`config.mk`:
```
export PLATFORM = sky130hd
export DESIGN_NAME = strap_detect
export DESIGN_NICKNAME = d
export VERILOG_FILES = /design/src/rtl/strap_pkg.sv /design/src/rtl/strap_sync.sv /design/src/rtl/strap_bus_events.sv /design/src/rtl/strap_classifier.sv /design/src/rtl/strap_detect.sv
export SDC_FILE = /design/constraint.sdc
export NUM_CORES = 1
export LEC_CHECK = 0
export BUFFER_PORTS_ARGS = -buffer_cell sky130_fd_sc_hd__buf_2
export CAP_MARGIN = 20
export CORE_MARGIN = 2
export CORE_UTILIZATION = 50
export DETAILED_ROUTE_END_ITERATION = 12
export PLACE_DENSITY = 0.73
export SKIP_CTS_REPAIR_TIMING = 1
export SYNTH_ARGS = -nofsm -noshare
export SYNTH_HDL_FRONTEND = slang
export SYNTH_HIERARCHICAL = 1
export SYNTH_SLANG_ARGS = --single-unit
```
`constraint.sdc`:
```
create_clock -name clk -period 2.96 [get_ports clk]
set_clock_uncertainty 0.15 [all_clocks]
set_input_delay 0.592 -clock clk [delete_from_list [all_inputs] [get_ports clk]]
set_output_delay 0.592 -clock clk [all_outputs]
set_load 0.02 [all_outputs]
```
`src/rtl/strap_pkg.sv`:
```
package strap_pkg;

  // Connection codes; the numeric values are the address bits handed on.
  typedef enum logic [1:0] {
    CONN_GND = 2'b00,
    CONN_VCC = 2'b01,
    CONN_SCL = 2'b10,
    CONN_SDA = 2'b11
  } conn_e;

  typedef enum logic [1:0] {
    ST_IDLE  = 2'b00,
    ST_WATCH = 2'b01,
    ST_DONE  = 2'b10
  } det_state_e;

  // One evidence flag per candidate wiring; cleared by the first contradiction.
  typedef struct packed {
    logic low_ok;
    logic high_ok;
    logic scl_ok;
    logic sda_ok;
  } fit_t;

  localparam fit_t FIT_ALL = '{low_ok: 1'b1, high_ok: 1'b1, scl_ok: 1'b1, sda_ok: 1'b1};

  function automatic fit_t fit_update(input fit_t f, input logic pin,
                                      input logic scl, input logic sda);
    fit_t n;
    n.low_ok  = f.low_ok  & ~pin;
    n.high_ok = f.high_ok &  pin;
    n.scl_ok  = f.scl_ok  & (pin == scl);
    n.sda_ok  = f.sda_ok  & (pin == sda);
    return n;
  endfunction

  // A window is usable when a static level fits, or exactly one bus line fits.
  function automatic logic fit_decides(input fit_t f);
    return f.low_ok | f.high_ok | (f.scl_ok ^ f.sda_ok);
  endfunction

  function automatic conn_e fit_choice(input fit_t f);
    if (f.low_ok)       return CONN_GND;
    else if (f.high_ok) return CONN_VCC;
    else if (f.scl_ok)  return CONN_SCL;
    else                return CONN_SDA;
  endfunction

endpackage

```
`src/rtl/strap_sync.sv`:
```
module strap_sync #(
  parameter int               WIDTH   = 3,
  parameter int               STAGES  = 2,
  parameter logic [WIDTH-1:0] RST_VAL = '0
) (
  input  logic             clk,
  input  logic             rst_n,
  input  logic [WIDTH-1:0] d,
  output logic [WIDTH-1:0] q
);

  logic [WIDTH-1:0] stg [STAGES];

  genvar g;
  generate
    for (g = 0; g < STAGES; g++) begin : g_stage
      if (g == 0) begin : g_first
        always_ff @(posedge clk or negedge rst_n) begin
          if (!rst_n) stg[0] <= RST_VAL;
          else        stg[0] <= d;
        end
      end else begin : g_rest
        always_ff @(posedge clk or negedge rst_n) begin
          if (!rst_n) stg[g] <= RST_VAL;
          else        stg[g] <= stg[g-1];
        end
      end
    end
  endgenerate

  assign q = stg[STAGES-1];

endmodule

```
`src/rtl/strap_bus_events.sv`:
```
module strap_bus_events (
  input  logic clk,
  input  logic rst_n,
  input  logic scl,
  input  logic sda,
  output logic start_evt,
  output logic scl_rise,
  output logic sda_edge
);

  logic scl_q, sda_q;

  // Previous levels reset to the idle bus state so reset itself looks quiet.
  always_ff @(posedge clk or negedge rst_n) begin
    if (!rst_n) begin
      scl_q <= 1'b1;
      sda_q <= 1'b1;
    end else begin
      scl_q <= scl;
      sda_q <= sda;
    end
  end

  assign start_evt = scl_q & scl & sda_q & ~sda;
  assign scl_rise  = ~scl_q & scl;
  assign sda_edge  = sda_q ^ sda;

  // a START happens with the clock held high, so it can never be a clock rise
  p_start_not_rise_r2: assert property (@(posedge clk) disable iff (!rst_n)
    start_evt |-> !scl_rise);

endmodule

```
`src/rtl/strap_classifier.sv`:
```
module strap_classifier
  import strap_pkg::*;
#(
  parameter int WINDOW_BITS = 5
) (
  input  logic       clk,
  input  logic       rst_n,
  input  logic       start_evt,
  input  logic       scl_rise,
  input  logic       sda_edge,
  input  logic       pin,
  input  logic       scl,
  input  logic       sda,
  output logic       watching,
  output logic       close_evt,
  output logic       valid,
  output logic [1:0] code
);

  localparam int CNT_W = (WINDOW_BITS > 2) ? $clog2(WINDOW_BITS) : 1;
  localparam logic [CNT_W-1:0] LAST_IDX = CNT_W'(WINDOW_BITS - 1);

  det_state_e       state_q;
  logic [CNT_W-1:0] cnt_q;
  fit_t             fit_q, fit_next;
  logic             sample_evt;
  conn_e            code_q;

  assign watching   = (state_q == ST_WATCH);
  assign sample_evt = watching && !start_evt && (scl_rise || sda_edge);
  assign fit_next   = fit_update(fit_q, pin, scl, sda);
  assign close_evt  = sample_evt && scl_rise && (cnt_q == LAST_IDX);

  always_ff @(posedge clk or negedge rst_n) begin
    if (!rst_n) begin
      state_q <= ST_IDLE;
      cnt_q   <= '0;
      fit_q   <= FIT_ALL;
      valid   <= 1'b0;
      code_q  <= CONN_GND;
    end else begin
      case (state_q)
        ST_IDLE, ST_WATCH: begin
          if (start_evt) begin
            state_q <= ST_WATCH;
            cnt_q   <= '0;
            fit_q   <= FIT_ALL;
          end else if (sample_evt) begin
            fit_q <= fit_next;
            if (close_evt) begin
              if (fit_decides(fit_next)) begin
                state_q <= ST_DONE;
                valid   <= 1'b1;
                code_q  <= fit_choice(fit_next);
              end else begin
                state_q <= ST_IDLE;
              end
            end else if (scl_rise) begin
              cnt_q <= cnt_q + CNT_W'(1);
            end
          end
        end
        default: begin
          state_q <= ST_DONE;
        end
      endcase
    end
  end

  assign code = code_q;

  // decision is sticky
  p_valid_sticky_r9: assert property (@(posedge clk) disable iff (!rst_n)
    valid |=> valid);
  // code is frozen once reported
  p_code_frozen_r9: assert property (@(posedge clk) disable iff (!rst_n)
    valid |=> $stable(code));
  // the window counter never passes the last bit index
  p_count_bound_r3: assert property (@(posedge clk) disable iff (!rst_n)
    cnt_q <= LAST_IDX);
  // a START before any decision leaves the block watching
  p_start_opens_r2: assert property (@(posedge clk) disable iff (!rst_n)
    (start_evt && !valid) |=> watching);
  // valid only rises right after a window closes
  p_valid_after_close_r3: assert property (@(posedge clk) disable iff (!rst_n)
    (!valid ##1 valid) |-> $past(close_evt));

endmodule

```
`src/rtl/strap_detect.sv`:
```
module strap_detect
  import strap_pkg::*;
#(
  parameter int SYNC_STAGES = 2,
  parameter int WINDOW_BITS = 5
) (
  input  logic       clk,
  input  logic       rst_n,
  input  logic       scl_i,
  input  logic       sda_i,
  input  logic       strap_i,
  output logic [1:0] conn_code_o,
  output logic       conn_valid_o
);

  localparam int          N_IN    = 3;
  localparam logic [2:0]  IN_IDLE = 3'b110; // {scl, sda, pin}

  logic [N_IN-1:0] raw_in, sync_in;
  logic            scl_s, sda_s, pin_s;
  logic            start_evt, scl_rise, sda_edge;
  logic            watching, close_evt;

  assign raw_in = {scl_i, sda_i, strap_i};

  strap_sync #(
    .WIDTH  (N_IN),
    .STAGES (SYNC_STAGES),
    .RST_VAL(IN_IDLE)
  ) u_sync (
    .clk  (clk),
    .rst_n(rst_n),
    .d    (raw_in),
    .q    (sync_in)
  );

  assign {scl_s, sda_s, pin_s} = sync_in;

  strap_bus_events u_events (
    .clk      (clk),
    .rst_n    (rst_n),
    .scl      (scl_s),
    .sda      (sda_s),
    .start_evt(start_evt),
    .scl_rise (scl_rise),
    .sda_edge (sda_edge)
  );

  strap_classifier #(
    .WINDOW_BITS(WINDOW_BITS)
  ) u_class (
    .clk      (clk),
    .rst_n    (rst_n),
    .start_evt(start_evt),
    .scl_rise (scl_rise),
    .sda_edge (sda_edge),
    .pin      (pin_s),
    .scl      (scl_s),
    .sda      (sda_s),
    .watching (watching),
    .close_evt(close_evt),
    .valid    (conn_valid_o),
    .code     (conn_code_o)
  );

  // no window means no decision can appear
  p_no_valid_without_window_r10: assert property (@(posedge clk) disable iff (!rst_n)
    (!watching && !conn_valid_o) |=> !conn_valid_o);

endmodule

```
==> results.json <==
{
  "cts_htree_levels": 1,
  "grt_max_degree": 21,
  "leakage_nw": 0.4553,
  "hold_class": "input port to async pin",
  "place_ws_ns": 0.7490,
  "finalNetCount": 95,
  "timing.final.ws_setup_ns": 0.7311,
  "portBuffers": 7,
  "critPathRequiredTime_ns": 3.00,
  "syn_area_per_cell_sq_um": 11.37,
  "cp-end-kind": "flop",
  "numClockSinks": 20,
  "drive_gt1_frac": 0.2874,
  "syn_nets": 89,
  "hold_viol_final": 0,
  "avgRoutedWirePerCell_um": 13.29,
  "grt-ovfl-total": 0,
  "worstPathArrival_ns": 2.27,
  "ir_worst_vdd_uv": 425.5,
  "final_cell_mix": "10 x dfrtp_1, 10 x dfstp_2, 7 x buf_2, 7 x a21oi_1, 6 x o21ai_0",
  "antenna_left": 0,
  "vias": 591,
  "powerDensity_mw_per_mm2": 788.3,
  "period_minus_slack_ns": 2.229,
  "gp_congestion": 0.8206,
  "grt_util_met2": 0.2384,
  "syn_area_sq_um": 932.1,
  "status": "finished, final reports clean",
  "grt_pass1_wl_mm": 2.470,
  "setup-tns-final_ns": 0,
  "dp_hpwl_mm": 1.079,
  "numCtsBuffers": 3,
  "ys_warn_count": 6,
  "busiest_layer": "met1",
  "core_sq_mm": 0.001745,
  "ios": 8,
  "slew_headroom": 0.7061,
  "drt_iter0_drc": 15,
  "syn_inst": 82,
  "path_max_fanout": 8,
  "rows": 15,
  "final-setup-viol-count": 0,
  "slew_viol_final": 0,
  "clk_pin_slew_ns": 0.11,
  "die_area_sq_mm": 0.002225,
  "cp-start-kind": "flop",
  "grt_usage": 0.1673,
  "grt_pass1_vias": 531,
  "cts_tree": "built",
  "final.period_utilization": 0.7530,
  "use_met1": 0.2426,
  "clock_latency_ns": 0.29,
  "cts_max_path_buffers": 2,
  "tightest_slew_ns": 0.4408,
  "wl_mm": 1.488,
  "place_area_sq_um": 948.4,
  "max_cap_violations": 0,
  "dr.pass1.iters": 4,
  "area_growth_syn_to_layout_pct": 4.564,
  "reg2reg_slack_ns": 0.73,
  "die_h_um": 47.18,
  "start_util": 0.5341,
  "fmax_ghz": 0.4487,
  "drc": 0,
  "cts-root-buf": "clkbuf_4",
  "finalPower_w": 0.0007683,
  "via_per_inst": 5.277,
  "fp.dieW_um": 47.18,
  "n_antenna_cell": 0,
  "antenna_found_initial": 0,
  "fin_area_sq_um": 974.7,
  "worstSetupPathType": "flop to flop",
  "gr-usage-met3": 0.02308,
  "rsz0062_at_grt": "no"
}
final timing paths:
path	start	cells after the start	to
setup / recovery	u_sync/q[2]	6	u_class/cnt_q[1]
hold reg to reg	u_sync/stg[3]	0	u_sync/q[0]
setup reg to reg	u_sync/q[2]	6	u_class/cnt_q[1]
min in group clk	u_sync/stg[3]	0	u_sync/q[0]
hold / removal	rst_n	1	u_class/state_q[0]
max in group asynchronous	rst_n	1	u_events/scl_q
where the power goes:
group          total [W]  internal (W)  switching [W]
clock           0.000130     0.0000523      0.0000772
combinational   0.000209      0.000102       0.000107
sequential      0.000430      0.000364      0.0000654
layer usage:
layer | up-vias | wire length [um]
met2 | 4 | 707
met5 | - | 0
li1 | 289 | -
met3 | 2 | 22
met1 | 296 | 739
met4 | 0 | 18
stage by stage:
stage | util | std cells | hold slack [ns]
2_1_floorplan | - | 82 | 0.1464
3_3_place_gp | 0.5434 | 108 | 0.1826
3_5_place_dp | 0.5434 | 108 | 0.1881
4_1_cts | 0.5584 | 112 | 0.07909
5_1_grt | 0.5584 | 112 | 0.1021
6_report | 0.5584 | 112 | 0.07998
registers in the layout, summed over array words and instances (netlist names), 2 cells and up:
name,cells
u_class/state_q,2
u_class/code,2
u_class/cnt_q,3
u_sync/stg,3
u_sync/q,3
u_class/fit_q,4
worst max-delay path, stage by stage (launching register included):
cell     delay (ns)
dfstp_2        0.62
and4b_1        0.32
nor3b_2        0.08
and2_4         0.19
and3_4         0.20
or3_4          0.37
a32o_1         0.20
layout make-up:
class	count	area, sq um
clock buffer	4	26.28
fill	142	770.7
inverter	5	18.77
multi-input combinational	51	350.3
sequential	20	513.0
tap	25	31.28
timing repair buffer	7	35.03
Note: power is estimated with default switching activity, not from simulation.
